$ cat config.mk
export PLATFORM = sky130hd
export DESIGN_NAME = link_bringup_seq
export DESIGN_NICKNAME = d
export VERILOG_FILES = /design/src/rtl/lbs_pkg.sv /design/src/rtl/lbs_timer.sv /design/src/rtl/lbs_fsm.sv /design/src/rtl/lbs_drive.sv /design/src/rtl/link_bringup_seq.sv
export SDC_FILE = /design/constraint.sdc
export NUM_CORES = 1
export LEC_CHECK = 0
export ABC_CLOCK_PERIOD_IN_PS = 2600
export BUFFER_PORTS_ARGS = -buffer_cell sky130_fd_sc_hd__buf_2
export CORE_MARGIN = 2
export CORE_UTILIZATION = 59
export DETAILED_ROUTE_END_ITERATION = 7
export PLACE_DENSITY = 0.9
export SYNTH_ARGS = -nofsm -noshare
export SYNTH_HDL_FRONTEND = slang
export SYNTH_SLANG_ARGS = --single-unit
$ cat constraint.sdc
create_clock -name clk_i -period 2.6 [get_ports clk_i]
set_input_delay 0.39 -clock clk_i [delete_from_list [all_inputs] [get_ports clk_i]]
set_output_delay 0.39 -clock clk_i [all_outputs]
set_load 0.005 [all_outputs]
$ cat src/rtl/lbs_pkg.sv
package lbs_pkg;

  typedef enum logic [3:0] {
    ST_IDLE,
    ST_MODE,
    ST_PWR,
    ST_RST,
    ST_SETTLE,
    ST_PHY,
    ST_PROG,
    ST_PERST,
    ST_TRAIN,
    ST_QUIET,
    ST_READY,
    ST_ERR_PHY,
    ST_ERR_LINK
  } seq_state_e;

  typedef enum logic [1:0] {
    ERR_NONE = 2'b00,
    ERR_PHY  = 2'b01,
    ERR_LINK = 2'b10
  } err_code_e;

  function automatic int max2(input int a, input int b);
    return (a > b) ? a : b;
  endfunction

endpackage

$ cat src/rtl/lbs_timer.sv
module lbs_timer #(
  parameter int W = 8
) (
  input  logic         clk_i,
  input  logic         rst_ni,
  input  logic         load_i,
  input  logic [W-1:0] load_val_i,
  output logic         zero_o
);

  logic [W-1:0] cnt_q;

  always_ff @(posedge clk_i or negedge rst_ni) begin
    if (!rst_ni)            cnt_q <= '0;
    else if (load_i)        cnt_q <= load_val_i;
    else if (cnt_q != '0)   cnt_q <= cnt_q - 1'b1;
  end

  assign zero_o = (cnt_q == '0);

endmodule

$ cat src/rtl/lbs_fsm.sv
module lbs_fsm
  import lbs_pkg::*;
#(
  parameter int W            = 8,
  parameter int SETTLE_CYC   = 4,
  parameter int PERST_CYC    = 4,
  parameter int QUIET_CYC    = 4,
  parameter int PHY_TMO_CYC  = 4,
  parameter int LINK_TMO_CYC = 4
) (
  input  logic         clk_i,
  input  logic         rst_ni,
  input  logic         start_i,
  input  logic         abort_i,
  input  logic         perst_used_i,
  input  logic         phy_done_i,
  input  logic         prog_done_i,
  input  logic         link_up_i,
  input  logic         tmr_zero_i,
  output seq_state_e   state_o,
  output logic         tmr_load_o,
  output logic [W-1:0] tmr_val_o
);

  // timed states last N cycles: load N-1, leave when the count is zero
  localparam logic [W-1:0] LD_SETTLE = W'(SETTLE_CYC - 1);
  localparam logic [W-1:0] LD_PERST  = W'(PERST_CYC - 1);
  localparam logic [W-1:0] LD_QUIET  = W'(QUIET_CYC - 1);
  localparam logic [W-1:0] LD_PHY    = W'(PHY_TMO_CYC - 1);
  localparam logic [W-1:0] LD_LINK   = W'(LINK_TMO_CYC - 1);

  seq_state_e st_q, st_d;
  logic       perst_q, perst_d;

  always_comb begin
    st_d       = st_q;
    perst_d    = perst_q;
    tmr_load_o = 1'b0;
    tmr_val_o  = '0;
    case (st_q)
      ST_IDLE, ST_ERR_PHY, ST_ERR_LINK: begin
        if (start_i) begin
          st_d    = ST_MODE;
          perst_d = perst_used_i;
        end
      end
      ST_MODE: st_d = ST_PWR;
      ST_PWR:  st_d = ST_RST;
      ST_RST: begin
        st_d       = ST_SETTLE;
        tmr_load_o = 1'b1;
        tmr_val_o  = LD_SETTLE;
      end
      ST_SETTLE: begin
        if (tmr_zero_i) begin
          st_d       = ST_PHY;
          tmr_load_o = 1'b1;
          tmr_val_o  = LD_PHY;
        end
      end
      ST_PHY: begin
        if (phy_done_i)      st_d = ST_PROG;
        else if (tmr_zero_i) st_d = ST_ERR_PHY;
      end
      ST_PROG: begin
        if (prog_done_i) begin
          tmr_load_o = 1'b1;
          if (perst_q) begin
            st_d      = ST_PERST;
            tmr_val_o = LD_PERST;
          end else begin
            st_d      = ST_TRAIN;
            tmr_val_o = LD_LINK;
          end
        end
      end
      ST_PERST: begin
        if (tmr_zero_i) begin
          st_d       = ST_TRAIN;
          tmr_load_o = 1'b1;
          tmr_val_o  = LD_LINK;
        end
      end
      ST_TRAIN: begin
        if (link_up_i) begin
          if (perst_q) begin
            st_d       = ST_QUIET;
            tmr_load_o = 1'b1;
            tmr_val_o  = LD_QUIET;
          end else begin
            st_d = ST_READY;
          end
        end else if (tmr_zero_i) begin
          st_d = ST_ERR_LINK;
        end
      end
      ST_QUIET: if (tmr_zero_i) st_d = ST_READY;
      ST_READY: st_d = ST_READY;
      default:  st_d = ST_IDLE;
    endcase
    if (abort_i) st_d = ST_IDLE;
  end

  always_ff @(posedge clk_i or negedge rst_ni) begin
    if (!rst_ni) begin
      st_q    <= ST_IDLE;
      perst_q <= 1'b0;
    end else begin
      st_q    <= st_d;
      perst_q <= perst_d;
    end
  end

  assign state_o = st_q;

endmodule

$ cat src/rtl/lbs_drive.sv
module lbs_drive
  import lbs_pkg::*;
(
  input  seq_state_e  state_i,
  output logic        rc_mode_o,
  output logic        pwr_down_o,
  output logic        soft_rst_o,
  output logic        phy_init_o,
  output logic        prog_req_o,
  output logic        perst_n_o,
  output logic        link_train_en_o,
  output logic        ready_o,
  output logic        err_o,
  output err_code_e   err_code_o
);

  always_comb begin
    rc_mode_o       = 1'b0;
    pwr_down_o      = 1'b1;
    soft_rst_o      = 1'b1;
    phy_init_o      = 1'b0;
    prog_req_o      = 1'b0;
    perst_n_o       = 1'b1;
    link_train_en_o = 1'b0;
    ready_o         = 1'b0;
    err_o           = 1'b0;
    err_code_o      = ERR_NONE;
    case (state_i)
      ST_MODE: rc_mode_o = 1'b1;
      ST_PWR: begin
        rc_mode_o  = 1'b1;
        pwr_down_o = 1'b0;
      end
      ST_RST, ST_SETTLE: begin
        rc_mode_o  = 1'b1;
        pwr_down_o = 1'b0;
        soft_rst_o = 1'b0;
      end
      ST_PHY, ST_PROG, ST_PERST, ST_TRAIN, ST_QUIET, ST_READY: begin
        rc_mode_o       = 1'b1;
        pwr_down_o      = 1'b0;
        soft_rst_o      = 1'b0;
        phy_init_o      = 1'b1;
        prog_req_o      = (state_i == ST_PROG);
        perst_n_o       = (state_i != ST_PERST);
        link_train_en_o = (state_i == ST_TRAIN) || (state_i == ST_QUIET) ||
                          (state_i == ST_READY);
        ready_o         = (state_i == ST_READY);
      end
      ST_ERR_PHY: begin
        err_o      = 1'b1;
        err_code_o = ERR_PHY;
      end
      ST_ERR_LINK: begin
        err_o      = 1'b1;
        err_code_o = ERR_LINK;
      end
      default: ;
    endcase
  end

endmodule

$ cat src/rtl/link_bringup_seq.sv
module link_bringup_seq
  import lbs_pkg::*;
#(
  parameter int CLK_MHZ      = 250,
  parameter int SETTLE_CYC   = CLK_MHZ * 1000,    // 1 ms
  parameter int PERST_CYC    = CLK_MHZ * 100,     // 100 us
  parameter int QUIET_CYC    = CLK_MHZ * 100000,  // 100 ms
  parameter int PHY_TMO_CYC  = CLK_MHZ * 10000,   // 10 ms
  parameter int LINK_TMO_CYC = CLK_MHZ * 100000   // 100 ms
) (
  input  logic       clk_i,
  input  logic       rst_ni,
  input  logic       start_i,
  input  logic       abort_i,
  input  logic       perst_used_i,
  input  logic       phy_done_i,
  input  logic       prog_done_i,
  input  logic       link_up_i,
  output logic       rc_mode_o,
  output logic       pwr_down_o,
  output logic       soft_rst_o,
  output logic       phy_init_o,
  output logic       prog_req_o,
  output logic       perst_n_o,
  output logic       link_train_en_o,
  output logic       ready_o,
  output logic       err_o,
  output logic [1:0] err_code_o
);

  localparam int MAX_CYC = max2(max2(max2(SETTLE_CYC, PERST_CYC), max2(QUIET_CYC, PHY_TMO_CYC)),
                                LINK_TMO_CYC);
  localparam int TW      = $clog2(MAX_CYC + 1);

  seq_state_e    state;
  logic          tmr_load, tmr_zero;
  logic [TW-1:0] tmr_val;
  err_code_e     code;

  lbs_fsm #(
    .W            (TW),
    .SETTLE_CYC   (SETTLE_CYC),
    .PERST_CYC    (PERST_CYC),
    .QUIET_CYC    (QUIET_CYC),
    .PHY_TMO_CYC  (PHY_TMO_CYC),
    .LINK_TMO_CYC (LINK_TMO_CYC)
  ) u_fsm (
    .clk_i        (clk_i),
    .rst_ni       (rst_ni),
    .start_i      (start_i),
    .abort_i      (abort_i),
    .perst_used_i (perst_used_i),
    .phy_done_i   (phy_done_i),
    .prog_done_i  (prog_done_i),
    .link_up_i    (link_up_i),
    .tmr_zero_i   (tmr_zero),
    .state_o      (state),
    .tmr_load_o   (tmr_load),
    .tmr_val_o    (tmr_val)
  );

  lbs_timer #(.W(TW)) u_tmr (
    .clk_i      (clk_i),
    .rst_ni     (rst_ni),
    .load_i     (tmr_load),
    .load_val_i (tmr_val),
    .zero_o     (tmr_zero)
  );

  lbs_drive u_drv (
    .state_i         (state),
    .rc_mode_o       (rc_mode_o),
    .pwr_down_o      (pwr_down_o),
    .soft_rst_o      (soft_rst_o),
    .phy_init_o      (phy_init_o),
    .prog_req_o      (prog_req_o),
    .perst_n_o       (perst_n_o),
    .link_train_en_o (link_train_en_o),
    .ready_o         (ready_o),
    .err_o           (err_o),
    .err_code_o      (code)
  );

  assign err_code_o = code;

endmodule

Word-level counts from Yosys, hierarchy flattened
Cells that the tools add are included.
{"block": "word_totals", "elab_cells": 76, "reg_bits": 30, "inputBits": 8}
{"block": "classes", "n_addsub": 1, "mux": 37, "eq_ne": 20, "n_reduce_logical": 15}
{"cell": "$mux W25", "n": 7}
{"cell": "$pmux W25 S5", "n": 1}
{"cell": "$mux W4", "n": 11}
{"cell": "$pmux W4 S11", "n": 1}
{"cell": "$logic_not A25 Y1", "n": 1}
{"cell": "$reduce_bool A25 Y1", "n": 1}
{"cell": "$sub A25 B1 Y25 const B", "n": 1}
{"cell": "$mux W22", "n": 1}
{"cell": "$eq A4 B4 Y1 const B", "n": 5}
{"cell": "$eq A4 B3 Y1 const B", "n": 4}
{"cell": "$ne A3 B3 Y1 const B", "n": 5}
{"cell": "$mux W1", "n": 13}
{"cell": "$reduce_or A10 Y1", "n": 1}
{"cell": "$reduce_or A9 Y1", "n": 1}
{"cell": "$eq A4 B2 Y1 const B", "n": 2}
{"cell": "$ne A4 B4 Y1 const B", "n": 2}
{"cell": "$reduce_or A8 Y1", "n": 1}
{"cell": "$reduce_and A7 Y1", "n": 1}
{"cell": "$reduce_or A6 Y1", "n": 1}
{"cell": "$eq A4 B1 Y1 const B", "n": 1}
{"cell": "$logic_not A4 Y1", "n": 1}
{"cell": "$ne A4 B3 Y1 const B", "n": 1}
{"cell": "$pmux W1 S4", "n": 1}
{"cell": "$pmux W2 S2", "n": 1}
{"cell": "6 further kinds", "n": 8}

Longest topological paths before layout
{"block": "logic_depth", "word_depth": 5, "depth_mapped": 9, "depth_no_buf": 8}

Cells and area by module
From an unflattened synthesis, not the netlist that was laid out.
{"block": "unflattened", "hier_cells": 276, "area_unflattened_um2": 2318.5}
{"mod": "lbs_timer", "seq_area_each_um2": 625.6, "area_each_um2": 1465.2, "cells_per_inst": 156, "n_inst": 1}
{"mod": "lbs_fsm", "seq_area_each_um2": 125.1, "area_each_um2": 698.2, "cells_per_inst": 96, "n_inst": 1}
{"mod": "lbs_drive", "seq_area_each_um2": 0.0, "area_each_um2": 155.1, "cells_per_inst": 24, "n_inst": 1}

Worst setup path before layout
OpenSTA, ideal clock, no wires.
{"block": "synth_path", "path_type": "flip-flop to flip-flop", "start": "register u_tmr.cnt_q[0]", "end": "register u_tmr.cnt_q[7]", "t_required_ps": 2459, "path_stages_with_launch": 10, "setup_time_ps": 141, "path_buffers": 1, "arrival_time_ps": 1867, "slack_ps": 592, "path_cell_list": "dfrtp_1 -> inv_1 -> ha_1 -> nor4b_2 -> nand2_2 -> nor3_4 -> o21ai_1 -> clkbuf_1 -> o21ai_0 -> a31oi_1"}
{"block": "synth_via", "elab_chain_cells": 4}
{"element": "start, declared", "line": "lbs_timer.sv:11", "text": "logic [W-1:0] cnt_q;"}
{"element": "start signal, assigned", "line": "lbs_timer.sv:15", "text": "else if (load_i) cnt_q <= load_val_i;"}
{"element": "start signal, assigned", "line": "lbs_timer.sv:16", "text": "else if (cnt_q != '0) cnt_q <= cnt_q - 1'b1;"}
{"element": "parallel branches: the longest is 4 deep, another holds $sub A25 B1 Y25"}
Parallel ways; which one is timed is not known. The select of a mux whose other input is x is not followed.
A chain may end at the register's enable or synchronous reset.

Worst setup path after layout
{"block": "layout_path", "start": "register u_tmr.cnt_q[0]", "end": "register u_fsm.st_q[2], in the netlist u_fsm.state_o[2]"}
{"block": "layout_via", "elab_chain_cells": 3}
{"element": "$logic_not A25 Y1 (*)", "line": "lbs_timer.sv:19", "text": "assign zero_o = (cnt_q == '0);"}
{"element": "$ne A4 B4 Y1 (no source line) or $ne A3 B3 Y1 (tied branches)"}
{"element": "$reduce_and A7 Y1 (no source line) (*)"}
{"element": "end signal, assigned", "line": "lbs_fsm.sv:109", "text": "st_q <= st_d;"}
{"element": "end, declared", "line": "lbs_fsm.sv:32", "text": "seq_state_e st_q, st_d;"}
Mark *: on every way between the ends. The rest lies on a longest branch, timed or not.

==> impl_metrics.yaml <==
route:
  vias: 1915
  post_drt_wl_per_cell_um: 16.63
  ant_nets: 0
  vias_per_cell: 6.197
  drtIter0Drc: 158
  drt_wl_total_mm: 5.138
  dr.pass1.iters: 5
  drc_errors: 0
global_routing:
  grt_pass1_wl_mm: 8.776
  overflow: 0
  grt_use_total_pct: 27.55
  gr-usage-met3_pct: 5.282
  antenna_found_initial: 0
  met1_usage_pct: 38.22
  grt_start_max_net_pins: 31
  top_usage_layer: "met2"
  grt_pass1_vias: 1816
  grt_use_met2_pct: 43.88
die:
  start_util_pct: 62.79
  dieArea_um2: 4104
  dieWidth_um: 64.06
  coreArea_um2: 3390
  die_h_um: 64.06
  rows: 21
  ios: 19
yosys:
  syn_inst: 241
  synth-edff-count: 0
  synth_seq_cells: 30
  synthTopCellsByArea: "dfrtp_1 35%, xnor2_1 5.8%, nand2_1 4.9%"
  yosys_warnings: 0
  dominantRegCellSynth: "dfrtp_1"
  synth_top_cell_by_area: "dfrtp_1"
  synth_area_um2: 2128
  synth_nets: 250
  async_flop_share_pct: 100.0
  synth.distinct_cells: 56
  synth_top_area_share_pct: 35.27
  postSynthAreaPerCell_um2: 8.831
  ys_seq_area_share_pct: 35.27
clock_tree:
  root_buffer: "clkbuf_4"
  clk_latency_ns: 0.34
  ctsHtreeMaxLevel: 2
  numCtsBuffers: 5
  clockBufferDepth: 2
  clk_pin_slew_worst_paths_ns: 0.10
  cts_tree: "done"
  clock_sinks: 30
  hold_buffers: 0
timing:
  max_freq_mhz: 405.6
  setup_viol: 0
  min_period_ns: 2.466
  skew_ns: 0.01747
  hold_viol_final: 0
  tightestPinTransition_ns: 0.8463
  timing.slew.headroom_pct: 43.10
  fin_crit_sh_pct: 94.83
  drv_slew: 0
finish:
  syn2layout_area_growth_pct: 10.99
  finalNonFillerCells: 309
  layout.cells.most_common: "dfrtp_1"
  design_area_um2: 2362
  num-fill-cells: 261
  nets: 273
  drive_gt1_share_pct: 22.43
  antenna_cells: 0
  final_cell_mix: "30 x dfrtp_1, 28 x nand2_1, 23 x nor2_1"
  fin_util_pct: 69.69
run_status:
  status: "completed"
setup_path:
  slowest_stage: "dfrtp_1"
  ff2ff_setup_slack_ns: 0.13
  worstPathArrival_ns: 2.69
  end_kind: "flip-flop"
  crit_chain: "inv_1 -> ha_1 -> nor4b_4 -> nand2_2 -> nor3_4 -> buf_4 -> o221a_2 -> nor2_1 -> a22o_1"
  max_stage_delay_ns: 0.40
  crit_family: "simple AND/OR/NAND/NOR gates"
  crit_type: "reg -> reg"
  worstPathMaxFanout: 7
  crit_buf_inv: 2
  cp.required_ns: 2.82
  critPathLaunchType: "flip-flop"
run:
  cap_violations: 0
power:
  p_leak_uw: 0.001010
  powerDensity_nw_per_um2: 1016
  peakVddDrop_v: 0.0004722
placed_design:
  dp_cells: 300
  gp_congestion: 0.9359
  port_buffers: 18
  place_area_um2: 2276
  place_hpwl_mm: 3.652
min_path:
  hp-class: "in -> async"
==> synthesized netlist by cell type (all sizes together), types with 2 or more instances <==
| cell type | number |
|---|---|
| clkbuf | 9 |
| a31oi | 8 |
| buf | 4 |
| inv | 4 |
| nor4 | 7 |
| nor2b | 6 |
| nand3b | 2 |
| and2 | 4 |
| a22oi | 2 |
| xor2 | 6 |
| xnor2 | 14 |
| dfrtp | 30 |
| a22o | 2 |
| o31ai | 5 |
| nor2 | 23 |
| nand2 | 29 |
| nor3 | 12 |
| o2bb2ai | 2 |
| o22ai | 4 |
| nand2b | 5 |
| a21oi | 12 |
| a32oi | 2 |
| nand3 | 6 |
| nor3b | 3 |
| nand4 | 5 |
| o21ai | 18 |
==> worst reg2reg max path, stage by stage (launching register included) <==
cell	delay (ns)
dfrtp_1	0.40
inv_1	0.11
ha_1	0.23
nor4b_4	0.35
nand2_2	0.14
nor3_4	0.37
buf_4	0.20
o221a_2	0.22
nor2_1	0.09
a22o_1	0.25
==> routing by layer <==
metal	wire, um	part of all wire (%)
met1	2367	46
met2	2348	46
met3	333	6.5
met4	89	1.7
met5	0	0
==> final timing paths <==
kind,depth (start not counted),start,end
hold / removal,1,rst_ni,u_fsm.perst_q$_DFFE_PN0P_
setup / recovery,9,u_tmr.cnt_q[0]$_DFFE_PN0P_,u_fsm.state_o[2]$_DFFE_PN0P_
setup reg to reg,9,u_tmr.cnt_q[0]$_DFFE_PN0P_,u_fsm.state_o[2]$_DFFE_PN0P_
min in group clk_i,2,perst_used_i,u_fsm.perst_q$_DFFE_PN0P_
max in group asynchronous,1,rst_ni,u_tmr.cnt_q[18]$_DFFE_PN0P_
hold reg to reg,2,u_tmr.cnt_q[24]$_DFFE_PN0P_,u_tmr.cnt_q[24]$_DFFE_PN0P_
==> cell families after synthesis <==
kind of cell | synth area share (%)
XOR/XNOR | 8.231
AO/OA/AOI/OAI | 19.87
buffers and inverters | 3.527
flip-flops | 35.27
AND/OR/NAND/NOR | 31.98
adder cells (fa/ha/maj) | 0.5878
multiplexers | 0.5291
==> state kept, by name, summed over array words and instances (netlist names) <==
register	flops
u_fsm.perst_q	1
u_fsm.state_o	4
u_tmr.cnt_q	25
==> through the flow <==
| step | total power, uW | hold WS, ns | setup WS, ns | TNS [ns] |
|---|---|---|---|---|
| 3_3_place_gp | 2035 | 0.4615 | 0.2037 | 0 |
| 2_1_floorplan | 1775 | 0.09441 | 0.5917 | 0 |
| 6_report | 2401 | 0.07387 | 0.1343 | 0 |
| 4_1_cts | 2367 | 0.1016 | 0.01484 | 0 |
| 3_5_place_dp | 2080 | 0.4712 | 0.02858 | 0 |
| 5_1_grt | 2584 | 0.1243 | -0.03725 | -0.05853 |
==> layout make-up <==
class / count / area [um^2] / share of cell area [%]
Clock buffer: 6 / 51.30 / 2.172
Multi-Input combinational cell: 194 / 1315 / 55.67
Inverter: 4 / 15.01 / 0.6356
Sequential cell: 30 / 750.7 / 31.78
Tap cell: 46 / 57.56 / 2.436
Timing Repair Buffer: 29 / 172.7 / 7.309
==> power by group <==
group          total, uW  internal (uW)  switching [uW]
logic               1230            518             712
clock network        281            122             160
registers            889            630             259
total               2400           1270            1130
==> repair_timing <==
| action | in CTS | in global routing |
|---|---|---|
| setup buffers | 0 | 3 |
| gates resized for setup | 0 | 2 |
| setup endpoints to repair | 0 | 19 |
Note: power is estimated with default switching activity, not from simulation.
